`config.mk`:
```
export PLATFORM = sky130hd
export DESIGN_NAME = stz_modulator
export DESIGN_NICKNAME = d
export VERILOG_FILES = /design/src/rtl/stz_pkg.sv /design/src/rtl/stz_carrier.sv /design/src/rtl/stz_shaper.sv /design/src/rtl/stz_leg.sv /design/src/rtl/stz_modulator.sv
export SDC_FILE = /design/constraint.sdc
export NUM_CORES = 1
export LEC_CHECK = 0
export BUFFER_PORTS_ARGS = -buffer_cell sky130_fd_sc_hd__buf_4
export CAP_MARGIN = 40
export CORE_MARGIN = 4
export CORE_UTILIZATION = 50
export CTS_CLUSTER_SIZE = 16
export DETAILED_ROUTE_END_ITERATION = 12
export PLACE_DENSITY = 0.66
export SETUP_SLACK_MARGIN = 0.5
export SLEW_MARGIN = 20
export SYNTH_ARGS = -nofsm -noshare
export SYNTH_HDL_FRONTEND = slang
export SYNTH_SLANG_ARGS = --single-unit
```
`constraint.sdc`:
```
create_clock -name clk -period 7.6 [get_ports clk]
set_clock_uncertainty 0.1 [all_clocks]
set_input_delay 0.38 -clock clk [delete_from_list [all_inputs] [get_ports clk]]
set_output_delay 0.38 -clock clk [all_outputs]
set_load 0.02 [all_outputs]
```
`src/rtl/stz_pkg.sv`:
```
// Shared types for the shoot-through modulator.
// Assumes exactly three phases; ranks are max, mid, min in that order.
package stz_pkg;
    localparam int NPH = 3;
    typedef enum logic [1:0] {RK_MAX = 2'd0, RK_MID = 2'd1, RK_MIN = 2'd2} rank_e;
endpackage

```
`src/rtl/stz_carrier.sv`:
```
// Symmetric up/down triangle carrier from -CMAX to +CMAX, one step per clock.
// Assumes CW is wide enough to hold +/-CMAX as a signed value.
module stz_carrier #(
    parameter int HALF_W = 4,
    parameter int CW     = HALF_W + 2
) (
    input  logic                 clk,
    input  logic                 rst_n,
    output logic signed [CW-1:0] car,
    output logic                 at_turn
);
    localparam logic signed [CW-1:0] C_TOP = CW'(2 ** HALF_W);
    localparam logic signed [CW-1:0] C_BOT = -C_TOP;

    logic going_up;

    // Step the count and reverse direction on reaching either end.
    always_ff @(posedge clk) begin
        if (!rst_n) begin
            car      <= C_BOT;
            going_up <= 1'b1;
        end else if (going_up) begin
            car <= car + 1'b1;
            if (car + 1'b1 == C_TOP) going_up <= 1'b0;
        end else begin
            car <= car - 1'b1;
            if (car - 1'b1 == C_BOT) going_up <= 1'b1;
        end
    end

    // Flag the peak and valley cycles.
    assign at_turn = (car == C_TOP) || (car == C_BOT);
endmodule

```
`src/rtl/stz_shaper.sv`:
```
// Ranks three references, applies the min-max centring offset and forms
// the upper and lower per-leg references shifted by the shoot-through ratio.
// Purely combinational; EW must exceed REF_W and ST_W by enough headroom.
module stz_shaper
    import stz_pkg::*;
#(
    parameter int REF_W = 6,
    parameter int ST_W  = 5,
    parameter int EW    = REF_W + 3
) (
    input  logic [NPH-1:0][REF_W-1:0] refs,
    input  logic [ST_W-1:0]           st,
    output logic [NPH-1:0][EW-1:0]    ru,
    output logic [NPH-1:0][EW-1:0]    rl
);
    logic signed [EW-1:0] vx [NPH];
    rank_e                rank [NPH];
    logic signed [EW-1:0] vmax, vmin, vsum, voff;
    logic signed [EW-1:0] s_full, s_third;
    logic [ST_W-1:0]      st_div3;

    // Sign-extend the references into the working width.
    always_comb begin
        for (int i = 0; i < NPH; i++) vx[i] = EW'($signed(refs[i]));
    end

    // Rank each phase by counting the phases that outrank it.
    always_comb begin
        for (int i = 0; i < NPH; i++) begin
            logic [1:0] beat;
            beat = 2'd0;
            for (int j = 0; j < NPH; j++) begin
                if (j != i && (vx[j] > vx[i] || (vx[j] == vx[i] && j < i)))
                    beat = beat + 2'd1;
            end
            rank[i] = rank_e'(beat);
        end
    end

    // Pick the largest and smallest values and form the centring offset.
    always_comb begin
        vmax = '0;
        vmin = '0;
        for (int i = 0; i < NPH; i++) begin
            if (rank[i] == RK_MAX) vmax = vx[i];
            if (rank[i] == RK_MIN) vmin = vx[i];
        end
        vsum = vmax + vmin;
        voff = -(vsum >>> 1);
    end

    // Widen the full and one-third ratio shifts.
    always_comb begin
        st_div3 = st / ST_W'(3);
        s_full  = $signed({{(EW-ST_W){1'b0}}, st});
        s_third = $signed({{(EW-ST_W){1'b0}}, st_div3});
    end

    // Apply the rank-dependent shifts to the upper and lower references.
    always_comb begin
        for (int i = 0; i < NPH; i++) begin
            unique case (rank[i])
                RK_MAX: begin
                    ru[i] = vx[i] + voff + s_full;
                    rl[i] = vx[i] + voff + s_third;
                end
                RK_MID: begin
                    ru[i] = vx[i] + voff + s_third;
                    rl[i] = vx[i] + voff - s_third;
                end
                default: begin
                    ru[i] = vx[i] + voff - s_third;
                    rl[i] = vx[i] + voff - s_full;
                end
            endcase
        end
    end
endmodule

```
`src/rtl/stz_leg.sv`:
```
// One bridge leg: compares its upper and lower references with the
// carrier and registers both gates. Gates are held low in reset.
module stz_leg #(
    parameter int EW = 9,
    parameter int CW = 6
) (
    input  logic          clk,
    input  logic          rst_n,
    input  logic [EW-1:0] ru,
    input  logic [EW-1:0] rl,
    input  logic [CW-1:0] car,
    output logic          hi,
    output logic          lo
);
    logic signed [EW-1:0] car_x;

    // Sign-extend the carrier to the reference width.
    assign car_x = EW'($signed(car));

    // Register the two comparator decisions.
    always_ff @(posedge clk) begin
        if (!rst_n) begin
            hi <= 1'b0;
            lo <= 1'b0;
        end else begin
            hi <= $signed(ru) > car_x;
            lo <= $signed(rl) <= car_x;
        end
    end
endmodule

```
`src/rtl/stz_modulator.sv`:
```
// Shoot-through carrier PWM for one three-phase bridge. Captures references
// and ratio at carrier turning points, shapes six references and compares
// them against the shared carrier. Unity scale equals the carrier peak.
module stz_modulator
    import stz_pkg::*;
#(
    parameter int HALF_W = 4,
    parameter int REF_W  = HALF_W + 2,
    parameter int ST_W   = HALF_W + 1
) (
    input  logic                    clk,
    input  logic                    rst_n,
    input  logic signed [REF_W-1:0] ref_a,
    input  logic signed [REF_W-1:0] ref_b,
    input  logic signed [REF_W-1:0] ref_c,
    input  logic        [ST_W-1:0]  st_ratio,
    output logic        [2:0]       gate_hi,
    output logic        [2:0]       gate_lo
);
    localparam int CW = HALF_W + 2;
    localparam int EW = REF_W + 3;

    logic signed [CW-1:0]      car;
    logic                      at_turn;
    logic [NPH-1:0][REF_W-1:0] lat_refs;
    logic [ST_W-1:0]           lat_st;
    logic [NPH-1:0][EW-1:0]    ru, rl;

    stz_carrier #(.HALF_W(HALF_W), .CW(CW)) i_carrier (
        .clk(clk), .rst_n(rst_n), .car(car), .at_turn(at_turn)
    );

    // Capture inputs only at the carrier peak or valley.
    always_ff @(posedge clk) begin
        if (!rst_n) begin
            lat_refs <= '0;
            lat_st   <= '0;
        end else if (at_turn) begin
            lat_refs <= {ref_c, ref_b, ref_a};
            lat_st   <= st_ratio;
        end
    end

    stz_shaper #(.REF_W(REF_W), .ST_W(ST_W), .EW(EW)) i_shaper (
        .refs(lat_refs), .st(lat_st), .ru(ru), .rl(rl)
    );

    for (genvar p = 0; p < NPH; p++) begin : g_leg
        stz_leg #(.EW(EW), .CW(CW)) i_leg (
            .clk(clk), .rst_n(rst_n), .ru(ru[p]), .rl(rl[p]),
            .car(car), .hi(gate_hi[p]), .lo(gate_lo[p])
        );
    end
endmodule

```
After elaboration in Yosys (flattened, before gate mapping):

Cells that the tools add are included.

* add/sub/neg operators: 22
* eq/ne operators: 13
* reductions and logical operators: 7
* divide/modulo/power cells: 1
* magnitude comparators: 12
* mux-type cells: 22

Operator list (number)
* case mux 9 bit (2 select lines): 6
* adder 9 x 6 -> 9 bit: 6
* two-way mux 9 bit: 6
* subtractor 9 x 6 -> 9 bit: 6
* > comparator 6 bit: 6
* adder 6 x 9 -> 9 bit: 3
* > comparator 9 x 6 -> 1 bit: 3
* <= comparator 9 x 6 -> 1 bit: 3
* equality test 6 bit: 3
* equality test 6 x 5 -> 1 bit (second input constant): 2
* equality test 6 bit (second input constant): 2
* adder 9 bit: 1
* negation 8 -> 9 bit: 1
* adder 1 x 1 -> 2 bit (second input constant): 3
* adder 6 x 1 -> 6 bit (second input constant): 1
* equality test 2 x 1 -> 1 bit (second input constant): 3
* equality test 2 bit (second input constant): 3
* zero test 2 bit: 3
* two-way mux 1 bit: 6
* two-way mux 2 bit: 3
* two-way mux 6 bit: 1
* subtractor 6 x 1 -> 6 bit (second input constant): 1
* divider 5 x 2 -> 5 bit (second input constant): 1
* logical OR 1 bit: 4

* word-level logic and storage cells: 89
* bits in registers: 36
* input bits: 25

Longest topological paths before layout:

* depth after elaboration: 14
* mapped depth: 41
* mapped depth without buffers: 40

Cells and area by module:

A second synthesis with hierarchy kept.

* cell total of the unflattened synthesis: 1140
* area, all modules: 8848.5 um^2

Modules (own cells, without submodules)
* stz_shaper: cells an instance 842, times used 1, area each 6043.3 um^2
* stz_leg: cells an instance 56, times used 3, area each 467.9 um^2
* stz_modulator: cells an instance 74, times used 1, area each 893.4 um^2
* stz_carrier: cells an instance 56, times used 1, area each 508.0 um^2

Worst setup path before layout:

OpenSTA, ideal clock, no wires.

* kind: register to register
* from: register lat_refs[1] (netlist name)
* to: register g_leg[2].i_leg.hi
* path buffers: 2
* arrival time: 7.168 ns
* slack: 0.201 ns
* cell stages (with the launch flop): 35
* cell sequence: dfxtp_1 > inv_1 > ha_1 > nor2b_1 > o21a_1 > o21ai_0 > nand2b_1 > a211oi_1 > a31oi_1 > a21o_1 > inv_1 > ha_1 > clkbuf_1 > clkbuf_1 > a211oi_1 > a21oi_1 > ha_1 > a21o_1 > or3_1 > a41o_1 > a221oi_4 > xnor2_1 > ha_1 > xor2_1 > ha_1 > nor3_1 > a32oi_1 > a21boi_0 > xor2_1 > a221oi_1 > a21oi_1 > ha_1 > nand4_1 > o311ai_0 > a31oi_1

* word-level cells in the longest chain between the ends: 14
* elaborated cells on any way between the ends: 38
* those cells by class: add/sub (9); order compare (5); eq/ne (6); mux (13); reduce/logical (5)

Ends and longest elaborated chain
* start: declaration: line stz_modulator.sv:25 `logic [NPH-1:0][REF_W-1:0] lat_refs;`
* start signal: assignment: line stz_modulator.sv:39 `lat_refs <= {ref_c, ref_b, ref_a};`
* > comparator 6 bit or equality test 6 bit (tied branches): line stz_shaper.sv:33 `if (j != i && (vx[j] > vx[i] || (vx[j] == vx[i] && j < i)))`
* two-way mux 1 bit or logical OR 1 bit (tied branches): line stz_shaper.sv:33
* adder 1 x 1 -> 2 bit or two-way mux 1 bit (tied branches): line stz_shaper.sv:34, stz_shaper.sv:33
* two-way mux 2 bit or adder 1 x 1 -> 2 bit (tied branches): line stz_shaper.sv:33, stz_shaper.sv:34
* equality test 2 bit (tied with other cells): line stz_shaper.sv:46 `if (rank[i] == RK_MIN) vmin = vx[i];`
* two-way mux 9 bit (tied with other cells): line stz_shaper.sv:46
* two-way mux 9 bit (on tied branches) (2 in series): line stz_shaper.sv:46, stz_shaper.sv:45
* adder 9 bit: line stz_shaper.sv:48 `vsum = vmax + vmin;`
* negation 8 -> 9 bit: line stz_shaper.sv:49 `voff = -(vsum >>> 1);`
* adder 6 x 9 -> 9 bit: line stz_shaper.sv:64, stz_shaper.sv:68, stz_shaper.sv:72
* subtractor 9 x 6 -> 9 bit (tied with other cells): line stz_shaper.sv:72 `ru[i] = vx[i] + voff - s_third;`
* case mux 9 bit (2 select lines) *: line stz_shaper.sv:62 `unique case (rank[i])`
* > comparator 9 x 6 -> 1 bit *: line stz_leg.sv:26 `hi <= $signed(ru) > car_x;`
* end signal: assignment: line stz_leg.sv:26
* end: declaration: line stz_leg.sv:12 `output logic hi,`

Every way passes the cells marked *; elsewhere a longest branch is shown, timed or not.
A chain may end at the register's enable or synchronous reset.

Worst setup path after layout:

* from: register lat_refs[1] (netlist name)
* to: register g_leg[0].i_leg.hi

* word-level cells in the longest chain between the ends: 14
* elaborated cells on any way between the ends: 38
* those cells by class: add/sub (9); order compare (5); eq/ne (6); mux (13); reduce/logical (5)

Ends and longest elaborated chain (line)
* > comparator 6 bit or equality test 6 bit (tied branches): stz_shaper.sv:33
* two-way mux 1 bit or logical OR 1 bit (tied branches): stz_shaper.sv:33
* adder 1 x 1 -> 2 bit or two-way mux 1 bit (tied branches): stz_shaper.sv:34, stz_shaper.sv:33
* two-way mux 2 bit or adder 1 x 1 -> 2 bit (tied branches): stz_shaper.sv:33, stz_shaper.sv:34
* equality test 2 bit (tied with other cells): stz_shaper.sv:46
* two-way mux 9 bit (tied with other cells): stz_shaper.sv:46
* two-way mux 9 bit (on tied branches) (2 in series): stz_shaper.sv:46, stz_shaper.sv:45
* adder 9 bit: stz_shaper.sv:48
* negation 8 -> 9 bit: stz_shaper.sv:49
* adder 6 x 9 -> 9 bit: stz_shaper.sv:64, stz_shaper.sv:68, stz_shaper.sv:72
* subtractor 9 x 6 -> 9 bit (tied with other cells): stz_shaper.sv:72
* case mux 9 bit (2 select lines) *: stz_shaper.sv:62
* > comparator 9 x 6 -> 1 bit *: stz_leg.sv:26
* end signal: assignment: stz_leg.sv:26
* end: declaration: stz_leg.sv:12

Marked as above.

==> flow_summary.json <==
{
  "io_pins": 31,
  "status": "finished clean",
  "cts_root_buffer": "clkbuf_16",
  "drt_pass1_iterations": 6,
  "final_antenna_net_count": 0,
  "final-hold-violation-count": 0,
  "cts.sinks": 36,
  "dieArea_um2": 19700,
  "vias_per_cell": 5.97,
  "synth_edf_count": 0,
  "fmax_ghz": 0.141,
  "numCtsBuffers": 5,
  "ys_seq_area_share_pct": 8.22,
  "clk_pin_slew_ns": 0.07,
  "cp_common_cell": "ha_4",
  "worstPathRequired_ns": 7.70,
  "synth_seq_cells": 36,
  "worstSetupPathType": "reg -> reg",
  "setup_tns_ns": 0,
  "maxCapViolations": 0,
  "hp-class": "in -> reg",
  "grt_pass1_vias": 8044,
  "synth_ff_type": "dfxtp_1",
  "final_util_pct": 64.2,
  "critPathSlowestCell": "dfxtp_4",
  "h-tree-depth": 2,
  "grt_setup_unrepaired": "true",
  "ys_types": 62,
  "grt_max_degree": 37,
  "slew_headroom_pct": 47.1,
  "grt_usage_pct": 25.1,
  "drive_gt1_share_pct": 24.5,
  "clk_latency_ns": 0.30,
  "drtIter0Drc": 607,
  "coreArea_um2": 17200,
  "finalCritPeriodShare_pct": 93.3,
  "num_rows": 48,
  "syn_avg_cell_area_um2": 7.60,
  "syn2layout_area_growth_pct": 26.2,
  "async_reset_ff_share_pct": 0,
  "wl_per_cell_um": 18.4,
  "antennaDiodeCount": 0,
  "fp.dieH_um": 140,
  "hold_buffers": 0,
  "die-width_um": 140,
  "layout.nets": 1449,
  "setup_viol": 0,
  "worstSetupEndpointType": "flop",
  "cts_tree": "built",
  "path_max_fanout": 9,
  "syn_nets": 1371,
  "io_buffers": 30,
  "dpl.hpwl_mm": 19.9,
  "r2r_slack_ns": 0.51,
  "drc": 0,
  "slew_viol_final": 0,
  "gp_congestion": 0.992,
  "fin_crit_ns": 7.09,
  "initial_utilization_pct": 50.9,
  "clockBufferDepth": 2,
  "grt_overflow": 0,
  "critPathArrivalTime_ns": 7.19,
  "worstMarginPinSlew_ns": 0.792,
  "synthCells": 1154,
  "startpoint_type": "flop",
  "grt_first_pass_wirelength_mm": 40.7,
  "wl_mm": 26.8,
  "slowest_delay_ns": 0.38,
  "via_count": 8705,
  "antenna_found_initial": 0,
  "yosysWarnings": 0,
  "synth_area_um2": 8770
}
-- cell usage in the layout (no fill, tap or decap), drive strengths merged, types with 24 or more instances in the layout --
cell type / synthesis / layout
a21boi: 25 / 25
a221oi: 32 / 32
buf: 16 / 123
nand2: 100 / 100
o21a: 38 / 38
nor2b: 24 / 24
inv: 79 / 80
a21oi: 98 / 98
nor2: 99 / 99
xor2: 38 / 38
dfxtp: 36 / 36
ha: 176 / 176
xnor2: 84 / 84
o21ai: 55 / 55
-- final timing paths --
kind                             startpoint           endpoint  depth (start not counted)
worst max-delay path            lat_refs[1]  g_leg[0].i_leg.hi                         36
worst min-delay path               ref_c[0]       lat_refs[12]                          3
worst max register to register  lat_refs[1]  g_leg[0].i_leg.hi                         36
worst min register to register  lat_refs[7]        lat_refs[7]                          2
-- cell type report --
class                   instances  area (um2)
repair buffers                123         993
clock buffers                   5         125
clock inverters                 3        46.3
flip-flops and latches         36         733
well taps                     225         282
multi-input cells             986        8590
fillers                      1451        6170
inverters                      80         300
-- repair_timing --
action	in CTS	in global routing
resized for setup	34	176
hold endpoints to repair	0	0
setup buffers	9	28
pin swaps	15	85
setup endpoints to repair	6	6
-- cell usage after synthesis, drive strengths merged, types with 17 or more instances --
cell	number	area, um2
ha	176	2200
nand2	100	375
nor2	99	372
a21oi	98	494
xnor2	84	758
inv	79	297
o21ai	55	275
o21a	38	285
xor2	38	333
clkbuf	36	135
dfxtp	36	721
a221oi	32	298
a21boi	25	188
nor2b	24	150
a211oi	19	143
nand4	17	106
-- critical path, delay by kind of cell (launching register included) --
family,cells,cell delay (ns)
AOI/OAI and AO/OA,16,2.94
buffers and inverters,5,0.63
and+or+nand+nor,6,0.89
xor gates and xnor gates,4,0.70
adders and majority gates,5,1.32
DFF,1,0.38
-- per-stage QoR --
step                hold slack (ns)  setup slack, ns  cell area (um2)  instances
floorplan                     0.377            0.515             8810       1154
global placement              0.394            0.203             9490       1411
detailed placement            0.409           0.0292             9530       1413
CTS                           0.225            0.467             9920       1430
global route                  0.245            0.254            11100       1458
finish                        0.227            0.506            11100       1458
-- registers in the layout, indices dropped and copies added, names as in the netlist --
signal              flops
lat_refs               18
i_carrier.car           6
lat_st                  5
g_leg.i_leg.hi          3
g_leg.i_leg.lo          3
i_carrier.going_up      1
-- cells by family (layout without fill, tap and decap cells) --
| family | count (synthesis) | after routing | share of synthesized area (%) |
|---|---|---|---|
| AOI/OAI and AO/OA | 351 | 351 | 27.0 |
| and+or+nand+nor | 313 | 313 | 16.5 |
| adders and majority gates | 192 | 192 | 28.8 |
| buffers and inverters | 132 | 211 | 6.08 |
| xor gates and xnor gates | 122 | 122 | 12.4 |
| DFF | 36 | 36 | 8.22 |
| muxes | 8 | 8 | 0.971 |
-- metal layers --
metal / vias to the layer above / track usage (%) / wire length (um)
li1: 4297 / - / -
met1: 4096 / 34.1 / 12400
met2: 252 / 41.7 / 12400
met3: 60 / 2.66 / 1090
met4: 0 / 7.80 / 897
met5: - / 0 / 0
Power is left out: the tool's default activity adds up to more than one toggle a clock period on the data nets, which glitch-free logic cannot reach.
